<file path="config.mk">
export PLATFORM = sky130hd
export DESIGN_NAME = pb_event_counter
export DESIGN_NICKNAME = d
export VERILOG_FILES = /design/src/rtl/pb_cnt_pkg.sv /design/src/rtl/pb_debounce.sv /design/src/rtl/pb_rise.sv /design/src/rtl/pb_counter.sv /design/src/rtl/pb_event_counter.sv
export SDC_FILE = /design/constraint.sdc
export NUM_CORES = 1
export LEC_CHECK = 0
export CORE_MARGIN = 5
export CORE_UTILIZATION = 57
export CTS_CLUSTER_SIZE = 8
export DETAILED_ROUTE_END_ITERATION = 8
export PLACE_DENSITY = 0.83
export SYNTH_ARGS = -nofsm -noshare
export SYNTH_HDL_FRONTEND = slang
export SYNTH_SLANG_ARGS = --single-unit
</file>
<file path="constraint.sdc">
create_clock -name clk -period 2.8 [get_ports clk]
set_clock_uncertainty 0.2 [all_clocks]
set_input_delay 0.28 -clock clk [delete_from_list [all_inputs] [get_ports clk]]
set_output_delay 0.28 -clock clk [all_outputs]
set_load 0.005 [all_outputs]
</file>
<file path="src/rtl/pb_cnt_pkg.sv">
package pb_cnt_pkg;

    localparam int DEF_NUM_BTN   = 5;
    localparam int DEF_CNT_W     = 16;
    localparam int DEF_DB_CYCLES = 16;

    // Command events derived from the debounced buttons
    typedef struct packed {
        logic clr;
        logic inc;
    } cnt_evt_t;

    // Counter operation chosen for one cycle
    typedef enum logic [1:0] {
        OP_HOLD  = 2'd0,
        OP_INC   = 2'd1,
        OP_CLEAR = 2'd2
    } cnt_op_t;

    // Width of a run counter able to hold 0 .. n-1
    function automatic int run_width(input int n);
        return (n > 1) ? $clog2(n) : 1;
    endfunction

    // Clear has priority over increment
    function automatic cnt_op_t pick_op(input cnt_evt_t e);
        if (e.clr)      return OP_CLEAR;
        else if (e.inc) return OP_INC;
        else            return OP_HOLD;
    endfunction

endpackage

</file>
<file path="src/rtl/pb_debounce.sv">
module pb_debounce
    import pb_cnt_pkg::*;
#(
    parameter int DB_CYCLES = DEF_DB_CYCLES
) (
    input  logic clk,
    input  logic rst,
    input  logic raw,
    output logic level
);
    localparam int RW = run_width(DB_CYCLES);
    localparam logic [RW-1:0] RUN_LAST = RW'(DB_CYCLES - 1);

    logic          samp_q;
    logic          level_q;
    logic [RW-1:0] run_q;

    always_ff @(posedge clk) begin
        if (rst) begin
            samp_q  <= 1'b0;
            level_q <= 1'b0;
            run_q   <= '0;
        end else begin
            samp_q <= raw;
            if (samp_q != level_q) begin
                if (run_q == RUN_LAST) begin
                    level_q <= samp_q;
                    run_q   <= '0;
                end else begin
                    run_q <= run_q + 1'b1;
                end
            end else begin
                run_q <= '0;
            end
        end
    end

    assign level = level_q;

    // The filtered level only moves toward the sampled input
    AST_DB_TOWARD_INPUT: assert property (@(posedge clk) disable iff (rst)
        (level_q != $past(level_q)) |-> ($past(samp_q) == level_q));

    // An input matching the output leaves the output alone next cycle
    AST_DB_NO_SPURIOUS: assert property (@(posedge clk) disable iff (rst)
        (samp_q == level_q) |=> (level_q == $past(level_q)));

endmodule

</file>
<file path="src/rtl/pb_rise.sv">
module pb_rise
    import pb_cnt_pkg::*;
(
    input  logic     clk,
    input  logic     rst,
    input  logic     inc_lvl,
    input  logic     clr_lvl,
    output cnt_evt_t evt
);
    cnt_evt_t prev_q;

    always_ff @(posedge clk) begin
        if (rst) begin
            prev_q <= '0;
        end else begin
            prev_q.inc <= inc_lvl;
            prev_q.clr <= clr_lvl;
        end
    end

    always_comb begin
        evt.inc = inc_lvl & ~prev_q.inc;
        evt.clr = clr_lvl & ~prev_q.clr;
    end

    // A rising edge never fires on two consecutive cycles
    AST_RISE_SINGLE: assert property (@(posedge clk) disable iff (rst)
        evt.inc |=> !evt.inc);

    // A falling or steady level produces no edge
    AST_RISE_NOT_ON_RELEASE: assert property (@(posedge clk) disable iff (rst)
        !inc_lvl |-> !evt.inc);

endmodule

</file>
<file path="src/rtl/pb_counter.sv">
module pb_counter
    import pb_cnt_pkg::*;
#(
    parameter int CNT_W = DEF_CNT_W
) (
    input  logic             clk,
    input  logic             rst,
    input  cnt_evt_t         evt,
    output logic [CNT_W-1:0] count
);
    localparam logic [CNT_W-1:0] CNT_MAX = {CNT_W{1'b1}};

    logic [CNT_W-1:0] count_q;
    cnt_op_t          op;

    always_comb op = pick_op(evt);

    always_ff @(posedge clk) begin
        if (rst) begin
            count_q <= '0;
        end else begin
            unique case (op)
                OP_CLEAR: count_q <= '0;
                OP_INC:   count_q <= count_q + 1'b1;
                default:  count_q <= count_q;
            endcase
        end
    end

    assign count = count_q;

    AST_CLR_ZERO: assert property (@(posedge clk) disable iff (rst)
        evt.clr |=> (count_q == '0));

    AST_CLR_WINS: assert property (@(posedge clk) disable iff (rst)
        (evt.clr && evt.inc) |=> (count_q == '0));

    AST_INC_ONE: assert property (@(posedge clk) disable iff (rst)
        (evt.inc && !evt.clr && count_q != CNT_MAX) |=> (count_q == $past(count_q) + 1'b1));

    AST_WRAP: assert property (@(posedge clk) disable iff (rst)
        (evt.inc && !evt.clr && count_q == CNT_MAX) |=> (count_q == '0));

    AST_HOLD: assert property (@(posedge clk) disable iff (rst)
        (!evt.inc && !evt.clr) |=> $stable(count_q));

endmodule

</file>
<file path="src/rtl/pb_event_counter.sv">
module pb_event_counter
    import pb_cnt_pkg::*;
#(
    parameter int NUM_BTN         = DEF_NUM_BTN,
    parameter int CNT_W           = DEF_CNT_W,
    parameter int DEBOUNCE_CYCLES = DEF_DB_CYCLES,
    parameter int INC_SEL         = 0,
    parameter int CLR_SEL         = 1
) (
    input  logic               clk,
    input  logic               rst,
    input  logic [NUM_BTN-1:0] btn_raw,
    output logic [CNT_W-1:0]   count,
    output logic [NUM_BTN-1:0] btn_level
);
    logic [NUM_BTN-1:0] lvl;
    cnt_evt_t           evt;

    for (genvar g = 0; g < NUM_BTN; g++) begin : g_chan
        pb_debounce #(.DB_CYCLES(DEBOUNCE_CYCLES)) u_db (
            .clk   (clk),
            .rst   (rst),
            .raw   (btn_raw[g]),
            .level (lvl[g])
        );
    end

    pb_rise u_rise (
        .clk     (clk),
        .rst     (rst),
        .inc_lvl (lvl[INC_SEL]),
        .clr_lvl (lvl[CLR_SEL]),
        .evt     (evt)
    );

    pb_counter #(.CNT_W(CNT_W)) u_cnt (
        .clk   (clk),
        .rst   (rst),
        .evt   (evt),
        .count (count)
    );

    assign btn_level = lvl;

    AST_RESET_STATE: assert property (@(posedge clk)
        rst |=> (count == '0 && btn_level == '0));

endmodule

</file>
* Word level (Yosys, flattened, before mapping)
Cells that the tools add are included.
Cells by class: bitwise operators 9, reductions and logical operators 11, $add $sub $neg 6, multiplexer cells 3, equality and inequality tests 12
Operators by type and width (number):
- one-hot mux 16 bit (2 select lines) | 1
- adder 4 x 1 -> 4 bit, second input constant | 5
- equality test 4 bit, second input constant | 5
- adder 16 x 1 -> 16 bit, second input constant | 1
- OR reduction 3 bit | 5
- AND reduction 2 bit | 5
- inverter 1 bit | 7
- inequality test 1 bit | 5
- AND 1 bit | 2
- equality test 2 x 1 -> 1 bit, second input constant | 1
- equality test 2 bit, second input constant | 1
- two-way mux 2 bit | 1
- nonzero test 2 bit | 1
- two-way mux 1 bit | 1
Word-level totals: register bits 48, logic and storage cells 59, input port bits 7

* Depth between registers and ports, before layout
word-level depth 6, gate-level depth with buffers 5, gate-level depth less buffers 5

* By module
Synthesis repeated with hierarchy kept, for this count alone.
Unflattened totals: cell total of the unflattened synthesis 198, area total of the unflattened synthesis 1998.2 um2
By module, submodules not included:
- pb_debounce | seq. area each 120.1 um2, instances 5, area an instance 225.2 um2, cells each 21
- pb_counter | seq. area each 320.3 um2, instances 1, area an instance 802.0 um2, cells each 87
- pb_rise | seq. area each 40.0 um2, instances 1, area an instance 70.1 um2, cells each 6

* Least setup slack after synthesis
OpenSTA, ideal clock, no wires.
path type register to register, from register u_cnt.count_q[2] (netlist: u_cnt.count[2]), to register u_cnt.count_q[15] (netlist: u_cnt.count[15]), arrival 1.416 ns, period minus slack after synthesis 1.686 ns, stages on the path, launching flop included 5, path slack 1.114 ns, cells stage by stage dfxtp_1 nand4_4 or3_1 or3_1 a21oi_1
On the way: word-level cells in the longest chain between the ends 2
RTL lines:
- from (decl) | RTL line pb_counter.sv:13 | logic [CNT_W-1:0] count_q;
- from (signal assigned) | RTL line pb_counter.sv:24 | OP_INC: count_q <= count_q + 1'b1;
- from (signal assigned) | RTL line pb_counter.sv:25 | default: count_q <= count_q;
- adder 16 x 1 -> 16 bit | RTL line pb_counter.sv:24
- one-hot mux 16 bit (2 select lines) | RTL line pb_counter.sv:22 | unique case (op)
No other way between the ends. A chain may end at the register's enable or synchronous reset.

* Worst setup path in the final report
from register g_chan[0].u_db.level_q, to output btn_level[0]
RTL lines:
- from (decl) | RTL line pb_debounce.sv:15 | logic level_q;
- from (signal assigned) | RTL line pb_debounce.sv:27 | level_q <= samp_q;
- to (decl) | RTL line pb_event_counter.sv:14 | output logic [NUM_BTN-1:0] btn_level
No word-level cell between the ends.

==> impl_results.md <==
* RSZ-0062 raised after global routing: no
* Max VDD drop at 0.337 mV
* Post-CTS sizing at 0
* Final WL at 3060 um
* PwrDens at approximately 450 mW/mm^2
* Slew margin rel. at 0.669
* Clock power share at 0.295
* Tcrit/Tclk final at 0.692
* Design Power at ~1.0 mW
* GP Congestion at between 0.7 and 0.8
* Max Cap Viol at 0
* Commonest non-fill, non-tap cell in the layout: dfxtp_1
* Worst EP required at 2.32 ns
* CTS Buf Count at 5
* Ant. Diodes at 0
* Yosys warning count at 0
* Vias per cell at about 5
* Run status: finished clean
* Hold buffers post-CTS at 0
* CP Cell Sequence: clkdlybuf4s50_1
* Pre-antenna DRT Iters at 4
* Register clock-pin slew on the reported worst setup and hold paths at about 0.12 ns
* Pleak at 0.864 nW
* Delay-heaviest family, CP: buffers and inverters
* Fill cells at 274
* Clk sinks at 48
* CTS root buf: clkbuf_4
* TritonCTS clock tree: built
* Via count at 1,373
* CP Class: reg -> out
* Largest net degree at the start of global routing at 17
* Clock buffer depth at 2
* Worst-Skew Late Latency at approximately 0.36 ns
* Core region area at 0.00331 mm^2
* Total gr overflow at 0
* # IOs at 28
* Slowest CP cell: clkdlybuf4s50_1
* Crit path DAT at approximately 1.5 ns
* Iteration-0 DRC Markers at 90
* Die footprint at 0.00466 mm^2
* Most frequent cells in the layout: dfxtp_1, nor2_1, clkdlybuf4s50_1
* Synthesized area at 0.00193 mm^2
* Fmax achieved at 516 MHz
* Worst Setup Slack, final at 0.863 ns
* Final Instance Area at 0.00227 mm^2
* Initial antenna violation count at 0
* CP max FO at 10
* Post-synth ARST share at 0
* Postcts setup bufs at 0
* Int Pwr at 809 uW
* Avg WL per Cell at 11.2 um
* Final setup violation count at 0
* Pins over their slew limit at 0
* Layout cells sized above 1 at 0.0439
* Syn Area/Cell at a little under 10 um^2
* Initial Utilization at 0.584
* Synth unique cells at 29
* Placed Area at 0.00222 mm^2
* Global-route wire length before repair at 5530 um
* Register area share after synthesis at 0.497
* # H-tree levels at 2
* Worst min-delay path class: in -> reg
* Gate Count Post-Synth at 200
* Area grow syn2layout at 17.5%
* Net count after synthesis at 213
* Sw Ratio at 0.217
* Comb power frac at 0.031
* Number of synthesized flops with an enable pin at 0
* CP bufs+invs at 1
* Die width at 68.2 um
* Port buffer count at 27
* Vias in the first global route at between 1,000 and 1,500
* Crit path launch type: register
* Flop2flop setup slack at 0.99 ns
* Worst path max stage delay at 0.57 ns
* Worst-Margin Slew at approximately 0.50 ns
* Nets at 240
* Pre-CTS WS at 0.872 ns
* Top_reg_cell synth: dfxtp_1
* Routed Antenna Nets at 0
* P_sw at 224 uW
* Die Span Y at slightly below 70 um
* Number of hold violations in the final report at 0
* # DRC at 0
* Cell Rows at 21
* Seq cells post-synth at 48
* Total track usage at 0.161
* Total negative slack at 0 ns
* Critical path capture point type: output port
* Sequential share of power at 0.674
* Tmin final at 1.94 ns
* Dpl hpwl at 2330 um
==> cells by family after synthesis <==
kind of cell             Yosys count  share of synthesized area
AND/OR/NAND/NOR                   92                      0.252
flip-flops                        48                      0.497
AO/OA/AOI/OAI                      5                     0.0142
multiplexers                       6                     0.0311
buffers and inverters             15                     0.0395
adder cells (fa/ha/maj)            6                     0.0388
XOR/XNOR                          28                      0.127
==> power by group through the flow <==
| stage | clock [mW] | sequential, mW | combinational [mW] |
|---|---|---|---|
| floorplan | 0 | 0.710 | 0.0189 |
| global placement | 0 | 0.711 | 0.0312 |
| detailed placement | 0 | 0.711 | 0.0320 |
| CTS | 0.325 | 0.696 | 0.0321 |
| global route | 0.357 | 0.697 | 0.0359 |
| finish | 0.305 | 0.696 | 0.0315 |
==> sequential cells by signal (all words and copies together), names as in the netlist <==
| name | cells |
|---|---|
| g_chan.u_db.level | 5 |
| g_chan.u_db.run_q | 20 |
| g_chan.u_db.samp_q | 5 |
| u_cnt.count | 16 |
| u_rise.prev_q | 2 |
==> through the flow <==
stage / hold slack [ns] / instances / utilization
CTS: 0.238 / 274 / 0.686
detailed placement: 0.238 / 266 / 0.670
global placement: 0.227 / 266 / 0.670
finish: 0.258 / 274 / 0.686
global route: 0.225 / 274 / 0.686
floorplan: 0.152 / 200 / -
==> cells in the mapped netlist (all sizes together), types with 2 or more instances <==
cell type   n  area, um^2
o21ai       2        10.0
buf         6        42.5
xor2       14         123
nand4b      2        17.5
xnor2      14         123
nand3      14        70.1
nor4        4        25.0
clkbuf      2        7.51
nor2b       8        50.1
dfxtp      48         961
mux2i       6        60.1
nor2       39         146
nand2b      8        50.1
a21oi       2        10.0
or3         4        26.3
ha          6        75.1
inv         7        26.3
nand4       5        46.3
nor3        2        10.0
==> cell type report <==
class / count / area (um^2) / share of cell area
flip-flops and latches: 48 / 961 / 0.423
multi-input cells: 137 / 896 / 0.394
repair buffers: 28 / 278 / 0.122
well taps: 46 / 57.6 / 0.0253
clock buffers: 7 / 45.0 / 0.0198
inverters: 7 / 26.3 / 0.0116
clock inverters: 1 / 8.76 / 0.00385
==> worst paths after layout <==
path,startpoint,endpoint,cells past startpoint
worst min-delay path,btn_raw[1],g_chan[1].u_db.samp_q,2
worst max register to register,u_cnt.count[3],u_cnt.count[15],4
worst max-delay path,g_chan[0].u_db.level,btn_level[0],1
worst min register to register,g_chan[3].u_db.run_q[0],g_chan[3].u_db.run_q[0],1
==> routing by layer <==
layer,up-vias,wire (um),GRT usage
li1,714,-,-
met1,630,1380,0.185
met2,22,1470,0.267
met3,7,147,0.0542
met4,0,63,0.0744
met5,-,0,0
No activity file was read; power rests on OpenSTA's default activity.
